### src/rtl/mon_snap_pkg.sv
package mon_snap_pkg;
   localparam int unsigned DEF_ACC_W    = 8;
   localparam int unsigned DEF_CNT_W    = 16;
   localparam int unsigned DEF_FILL_W   = 8;
   localparam int unsigned DEF_FILL_MAX = 128;
   localparam int unsigned DEF_WORD_W   = 128;

   // bits needed to represent values 0..maxval
   function automatic int unsigned bits_for(input int unsigned maxval);
      return $clog2(maxval + 1);
   endfunction
endpackage

### src/rtl/mon_snap_cell.sv
module mon_snap_cell #(
   parameter int unsigned ACC_W  = 8,
   parameter int unsigned CNT_W  = 16,
   parameter int unsigned FILL_W = 8
) (
   input  logic                            clk,
   input  logic                            rst_n,
   input  logic                            cap_i,
   input  logic                            shf_i,
   input  logic [ACC_W-1:0]                acc_i,
   input  logic [CNT_W-1:0]                cnt_i,
   input  logic [FILL_W-1:0]               fill_i,
   input  logic                            ser_i,
   output logic                            ser_o,
   output logic [ACC_W+CNT_W+FILL_W-1:0]   snap_o
);
   localparam int unsigned SNAP_W = ACC_W + CNT_W + FILL_W;

   logic [SNAP_W-1:0] snap_q;

   always_ff @(posedge clk) begin
      if (!rst_n)
         snap_q <= '0;
      else if (cap_i)
         snap_q <= {acc_i, cnt_i, fill_i};
      else if (shf_i)
         snap_q <= {snap_q[SNAP_W-2:0], ser_i};
   end

   assign ser_o  = snap_q[SNAP_W-1];
   assign snap_o = snap_q;

   // capture loads the three fields in order
   p_capture_load_r2: assert property (@(posedge clk) disable iff (!rst_n)
      cap_i |=> snap_q == $past({acc_i, cnt_i, fill_i}));

   // no strobe, no movement
   p_idle_hold_r9: assert property (@(posedge clk) disable iff (!rst_n)
      (!cap_i && !shf_i) |=> $stable(snap_q));
endmodule

### src/rtl/mon_snap_column.sv
module mon_snap_column #(
   parameter int unsigned ROWS   = 4,
   parameter int unsigned ACC_W  = 8,
   parameter int unsigned CNT_W  = 16,
   parameter int unsigned FILL_W = 8
) (
   input  logic                    clk,
   input  logic                    rst_n,
   input  logic                    cap_i,
   input  logic                    shf_i,
   input  logic [ROWS*ACC_W-1:0]   acc_i,
   input  logic [ROWS*CNT_W-1:0]   cnt_i,
   input  logic [ROWS*FILL_W-1:0]  fill_i,
   output logic                    top_o
);
   localparam int unsigned SNAP_W = ACC_W + CNT_W + FILL_W;

   logic [ROWS-1:0]   link;
   logic [ROWS-1:0]   feed;
   logic [SNAP_W-1:0] snap_arr [ROWS];

   for (genvar r = 0; r < ROWS; r++) begin : g_row
      if (r == 0) begin : g_bottom
         assign feed[r] = 1'b0;
      end else begin : g_link
         assign feed[r] = link[r-1];

         // each element takes the bit leaving the one below
         p_chain_move_r4: assert property (@(posedge clk) disable iff (!rst_n)
            (shf_i && !cap_i) |=> snap_arr[r][0] == $past(snap_arr[r-1][SNAP_W-1]));
      end

      mon_snap_cell #(
         .ACC_W (ACC_W),
         .CNT_W (CNT_W),
         .FILL_W(FILL_W)
      ) cell_i (
         .clk   (clk),
         .rst_n (rst_n),
         .cap_i (cap_i),
         .shf_i (shf_i),
         .acc_i (acc_i[r*ACC_W +: ACC_W]),
         .cnt_i (cnt_i[r*CNT_W +: CNT_W]),
         .fill_i(fill_i[r*FILL_W +: FILL_W]),
         .ser_i (feed[r]),
         .ser_o (link[r]),
         .snap_o(snap_arr[r])
      );
   end

   assign top_o = link[ROWS-1];

   // the bottom of the column fills with zero
   p_bottom_zero_r5: assert property (@(posedge clk) disable iff (!rst_n)
      (shf_i && !cap_i) |=> snap_arr[0][0] == 1'b0);
endmodule

### src/rtl/mon_word_collect.sv
module mon_word_collect #(
   parameter int unsigned COLS   = 8,
   parameter int unsigned WORD_W = 128
) (
   input  logic              clk,
   input  logic              rst_n,
   input  logic              cap_i,
   input  logic              shf_i,
   input  logic [COLS-1:0]   top_i,
   output logic [WORD_W-1:0] word_o,
   output logic              valid_o
);
   logic [COLS-1:0] word_q;
   logic            valid_q;
   logic            move;

   assign move = shf_i && !cap_i;

   always_ff @(posedge clk) begin
      if (!rst_n) begin
         word_q  <= '0;
         valid_q <= 1'b0;
      end else begin
         valid_q <= move;
         if (move)
            word_q <= top_i;
      end
   end

   if (COLS < WORD_W) begin : g_pad
      assign word_o = {{(WORD_W-COLS){1'b0}}, word_q};
   end else begin : g_full
      assign word_o = word_q;
   end
   assign valid_o = valid_q;

   // a moving shift produces a valid word holding the top bits
   p_valid_after_shift_r3: assert property (@(posedge clk) disable iff (!rst_n)
      (shf_i && !cap_i) |=> valid_o);
   p_word_tracks_top_r3: assert property (@(posedge clk) disable iff (!rst_n)
      (shf_i && !cap_i) |=> word_o[COLS-1:0] == $past(top_i));
   // capture suppresses the shift
   p_capture_wins_r6: assert property (@(posedge clk) disable iff (!rst_n)
      cap_i |=> (!valid_o && $stable(word_o)));
   // word holds without a moving shift
   p_word_stable_r9: assert property (@(posedge clk) disable iff (!rst_n)
      !(shf_i && !cap_i) |=> (!valid_o && $stable(word_o)));
endmodule

### src/rtl/snap_chain_monitor.sv
module snap_chain_monitor
   import mon_snap_pkg::*;
#(
   parameter int unsigned ROWS     = 4,
   parameter int unsigned COLS     = 8,
   parameter int unsigned ACC_W    = DEF_ACC_W,
   parameter int unsigned CNT_W    = DEF_CNT_W,
   parameter int unsigned FILL_MAX = DEF_FILL_MAX,
   parameter int unsigned FILL_W   = DEF_FILL_W,
   parameter int unsigned WORD_W   = DEF_WORD_W
) (
   input  logic                         clk,
   input  logic                         rst_n,
   input  logic                         capture_i,
   input  logic                         shift_i,
   input  logic [ROWS*COLS*ACC_W-1:0]   acc_flat_i,
   input  logic [ROWS*COLS*CNT_W-1:0]   cnt_flat_i,
   input  logic [ROWS*COLS*FILL_W-1:0]  fill_flat_i,
   output logic [WORD_W-1:0]            word_o,
   output logic                         word_valid_o
);
   localparam int unsigned FILL_NEED = bits_for(FILL_MAX);

   if (COLS > WORD_W) begin : g_chk_cols
      $error("COLS must not exceed WORD_W");
   end
   if (FILL_W < FILL_NEED) begin : g_chk_fill
      $error("FILL_W too narrow for FILL_MAX");
   end
   if (ROWS < 1 || COLS < 1) begin : g_chk_dims
      $error("array needs at least one row and one column");
   end

   logic [ROWS*ACC_W-1:0]  col_acc  [COLS];
   logic [ROWS*CNT_W-1:0]  col_cnt  [COLS];
   logic [ROWS*FILL_W-1:0] col_fill [COLS];
   logic [COLS-1:0]        top_bits;

   for (genvar c = 0; c < COLS; c++) begin : g_col
      for (genvar r = 0; r < ROWS; r++) begin : g_el
         localparam int unsigned IDX = r*COLS + c;
         assign col_acc[c][r*ACC_W +: ACC_W]    = acc_flat_i[IDX*ACC_W +: ACC_W];
         assign col_cnt[c][r*CNT_W +: CNT_W]    = cnt_flat_i[IDX*CNT_W +: CNT_W];
         assign col_fill[c][r*FILL_W +: FILL_W] = fill_flat_i[IDX*FILL_W +: FILL_W];
      end

      mon_snap_column #(
         .ROWS  (ROWS),
         .ACC_W (ACC_W),
         .CNT_W (CNT_W),
         .FILL_W(FILL_W)
      ) col_i (
         .clk   (clk),
         .rst_n (rst_n),
         .cap_i (capture_i),
         .shf_i (shift_i),
         .acc_i (col_acc[c]),
         .cnt_i (col_cnt[c]),
         .fill_i(col_fill[c]),
         .top_o (top_bits[c])
      );
   end

   mon_word_collect #(
      .COLS  (COLS),
      .WORD_W(WORD_W)
   ) collect_i (
      .clk    (clk),
      .rst_n  (rst_n),
      .cap_i  (capture_i),
      .shf_i  (shift_i),
      .top_i  (top_bits),
      .word_o (word_o),
      .valid_o(word_valid_o)
   );
endmodule

### config.mk
export PLATFORM = sky130hd
export DESIGN_NAME = snap_chain_monitor
export DESIGN_NICKNAME = d
export VERILOG_FILES = /design/src/rtl/mon_snap_pkg.sv /design/src/rtl/mon_snap_cell.sv /design/src/rtl/mon_snap_column.sv /design/src/rtl/mon_word_collect.sv /design/src/rtl/snap_chain_monitor.sv
export SDC_FILE = /design/constraint.sdc
export NUM_CORES = 2
export LEC_CHECK = 0
export ABC_AREA = 1
export BUFFER_PORTS_ARGS = -buffer_cell sky130_fd_sc_hd__buf_2
export CAP_MARGIN = 20
export CORE_AREA = 2 2 453 455
export DETAILED_ROUTE_END_ITERATION = 6
export DIE_AREA = 0 0 455 457
export PLACE_DENSITY = 0.4
export SYNTH_ARGS = -nofsm -noshare
export SYNTH_HDL_FRONTEND = slang
export SYNTH_SLANG_ARGS = --single-unit
### constraint.sdc
create_clock -name clk -period 1.5 [get_ports clk]
set_input_delay 0.225 -clock clk [delete_from_list [all_inputs] [get_ports clk]]
set_output_delay 0.225 -clock clk [all_outputs]
set_load 0.005 [all_outputs]
==> flow_summary_export.csv <==
group,metric,value,unit
synth,syn_avg_cell_area,6.32,sq um
clocking,clkSlewWorstSetupHoldPaths,0.06,ns
placed_design,gp_congestion,0.859,
sta,fin_crit,1.51,ns
worst_setup_path,worstPathArrival,1.29,ns
power,power_frac_clock,44.2,%
placed_design,io_buffers,1036,
synth,ys_seq_area_share,41.6,%
die,core_area,203000,sq um
power,switching_share,27.4,%
sta,clock_skew,0.0315,ns
worst_setup_path,crit_chain,"buf_6",
sta,tightest_slew,0.591,ns
hold_path,worstHoldPathType,"input port to flop",
global_route,grt_pass1_wl,317000,um
sta,fin_crit_sh,101,%
die,io_pins,1157,
clocking,clock-root-buffer,"clkbuf_16",
drt,drt_iter0_drc,3381,
layout,final_common_cell,"nand2_1",
worst_setup_path,endpoint_kind,"output port",
placed_design,pre_cts_ws,-0.0677,ns
clocking,cts.sinks,1033,
power,p_total,74.7,mW
clocking,cts_inserted_buffers,135,
global_route,grt.total_usage,19.5,%
clocking,cts_tree,"yes",
die,num_rows,166,
die,die_height,457,um
power,pwr-share-comb,15.7,%
worst_setup_path,worstSetupPathType,"flop to output port",
power,p_seq_share,40.1,%
power,worst_ir_drop_vdd,1120,uV
global_route,grt_pass1_vias,53300,
global_route,grt_start_max_net_pins,112,
layout,multi_input_area,22300,sq um
sta,drv_slew,0,
worst_setup_path,cpPeakStageDelay,0.38,ns
power,powerDensity,998,nW/um^2
synth,syn_area,49700,sq um
synth,yosysWarnings,0,
power,p_int,54.2,mW
sta,hold_violations,0,
worst_setup_path,cp_slowest_cell,"dfxtp_4",
drt,first_pass_iters,7,
synth,yosys-top-cells-area,"dfxtp_1 42%, nand2_1 23%, nand3_1 20%, inv_1 7.7%, buf_2 2.6%",
placed_design,hpwl,149000,um
worst_setup_path,critPathMaxFanout,2,
clocking,clk_path_buf_depth,3,
drt,wl,212000,um
worst_setup_path,critPathLaunchType,"flop",
job,cap_violations,0,
synth,postSynthCellCount,7870,
synth,ys_seq_elements,1033,
power,p_leak,40.3,nW
layout,area_growth_syn_to_layout,50.5,%
sta,fin_ws,-0.0108,ns
worst_setup_path,worst-r2r-setup-slack,0.05,ns
die,die_area,208000,sq um
drt,routedWlPerCell,16.7,um
clocking,htreeDepth,4,
sta,rsz0062_at_grt,"true",
layout,drive_gt1_share,15.5,%
drt,drc,0,
drt,ant_nets,0,
sta,fmax,0.662,GHz
synth,yosysTopAreaCell,"dfxtp_1",
power,p_switching,20.4,mW
layout,finalInstanceArea,74800,sq um
global_route,grt.overflow.total,0,
worst_setup_path,path_buf_inv,1,
drt,via_per_inst,4.38,
layout,finalCoreUtilization,36.8,%
worst_setup_path,path_delay_family,"flip-flops",
run_status,status,"complete, but fails checks",
layout,nets,10900,
layout,fill_cells,21700,
run_status,violations,"setup timing",
synth,synth.top_cell.area_share,41.6,%
layout,seq_area,20700,sq um
placed_design,dpl-instance-area,59200,sq um
synth,ys_types,16,
clocking,worstSkewPairLatency,0.79,ns
sta,finalSetupViolations,2,
layout,mostFrequentLayoutCells,"3065 x nand2_1, 2032 x nand3_1, 1101 x dlygate4sd3_1",
sta,slew_headroom,60.6,%
drt,num_vias,55600,
worst_setup_path,critPathRequiredTime,1.27,ns
global_route,antenna_found_initial,37,
die,fp.dieW,455,um
die,initial_core_util,24.5,%
[power by group through the flow]
stage	sequential, mW	clock (mW)	combinational, mW
after detailed placement	30.6	0	9.39
after global routing	30.1	35.3	13.0
after floorplan	30.2	0	5.35
after CTS	30.0	34.2	11.8
final	30.0	33.0	11.8
after global placement	30.5	0	9.35
[synth_stat cells]
cell and count:
o21ai_0 8, buf_2 260, nand3_1 2032, buf_1 43, nor2_4 1, conb_1 1, nand2_1 3065, clkbuf_1 249
inv_1 1017, clkinv_1 1, a21oi_1 8, dfxtp_1 1033, buf_4 133, buf_6 1, nor2_1 17, clkinv_2 1
[area by class of cell]
cell class	instances	area share, %
Tap cell	2688	4.49
Timing Repair Buffer	2422	26.9
Sequential cell	1033	27.7
Multi-Input combinational cell	5251	29.8
Inverter	1019	5.14
Clock inverter	35	0.635
Clock buffer	201	5.34
Antenna cell	30	0.100
[worst paths after layout]
| kind | start | end | cells past startpoint |
|---|---|---|---|
| max | collect_i.word_q[1] | word_o[1] | 1 |
| max reg2reg | g_col[0].col_i.g_row[3].cell_i.snap_o[25] | g_col[0].col_i.g_row[3].cell_i.snap_o[26] | 5 |
| min reg2reg | g_col[6].col_i.g_row[0].cell_i.snap_o[0] | g_col[6].col_i.g_row[0].cell_i.snap_o[0] | 2 |
| min | capture_i | g_col[0].col_i.g_row[3].cell_i.snap_o[31] | 6 |
[cells by family after synthesis]
kind of cell / synth area share [%]
AND/OR/NAND/NOR: 43.7
buffers and inverters: 14.5
flip-flops: 41.6
AO/OA/AOI/OAI: 0.161
other: 0.00754
[sequential cells by signal, indices dropped and copies added (netlist names)]
name,flops
collect_i.valid_o,1
g_col.col_i.g_row.cell_i.snap_o,1024
collect_i.word_q,8
[per-layer routing]
metal	vias to the layer above	global-route usage [%]	routed length [um]
met5	-	0	14
met4	2	8.02	8150
met3	332	2.73	9310
met2	1448	32.7	100000
met1	25700	25.0	94400
li1	28100	-	-
[stage by stage]
stage	cells	TNS (ns)	hold WS (ns)
2_1_floorplan	7989	0	0.374
3_3_place_gp	11300	-7.58	0.453
6_report	12700	-0.0110	0.0804
3_5_place_dp	11300	-12.03	0.454
5_1_grt	12700	-0.406	0.0392
4_1_cts	12700	-0.609	0.00163
[timing repair]
action,CTS,global route
gates resized for setup,28,2
endpoints found under the setup margin,9,14
hold buffers,1101,0
hold endpoints to repair,1033,0
setup buffers,1,0
Power figures use the tool's default switching activity.
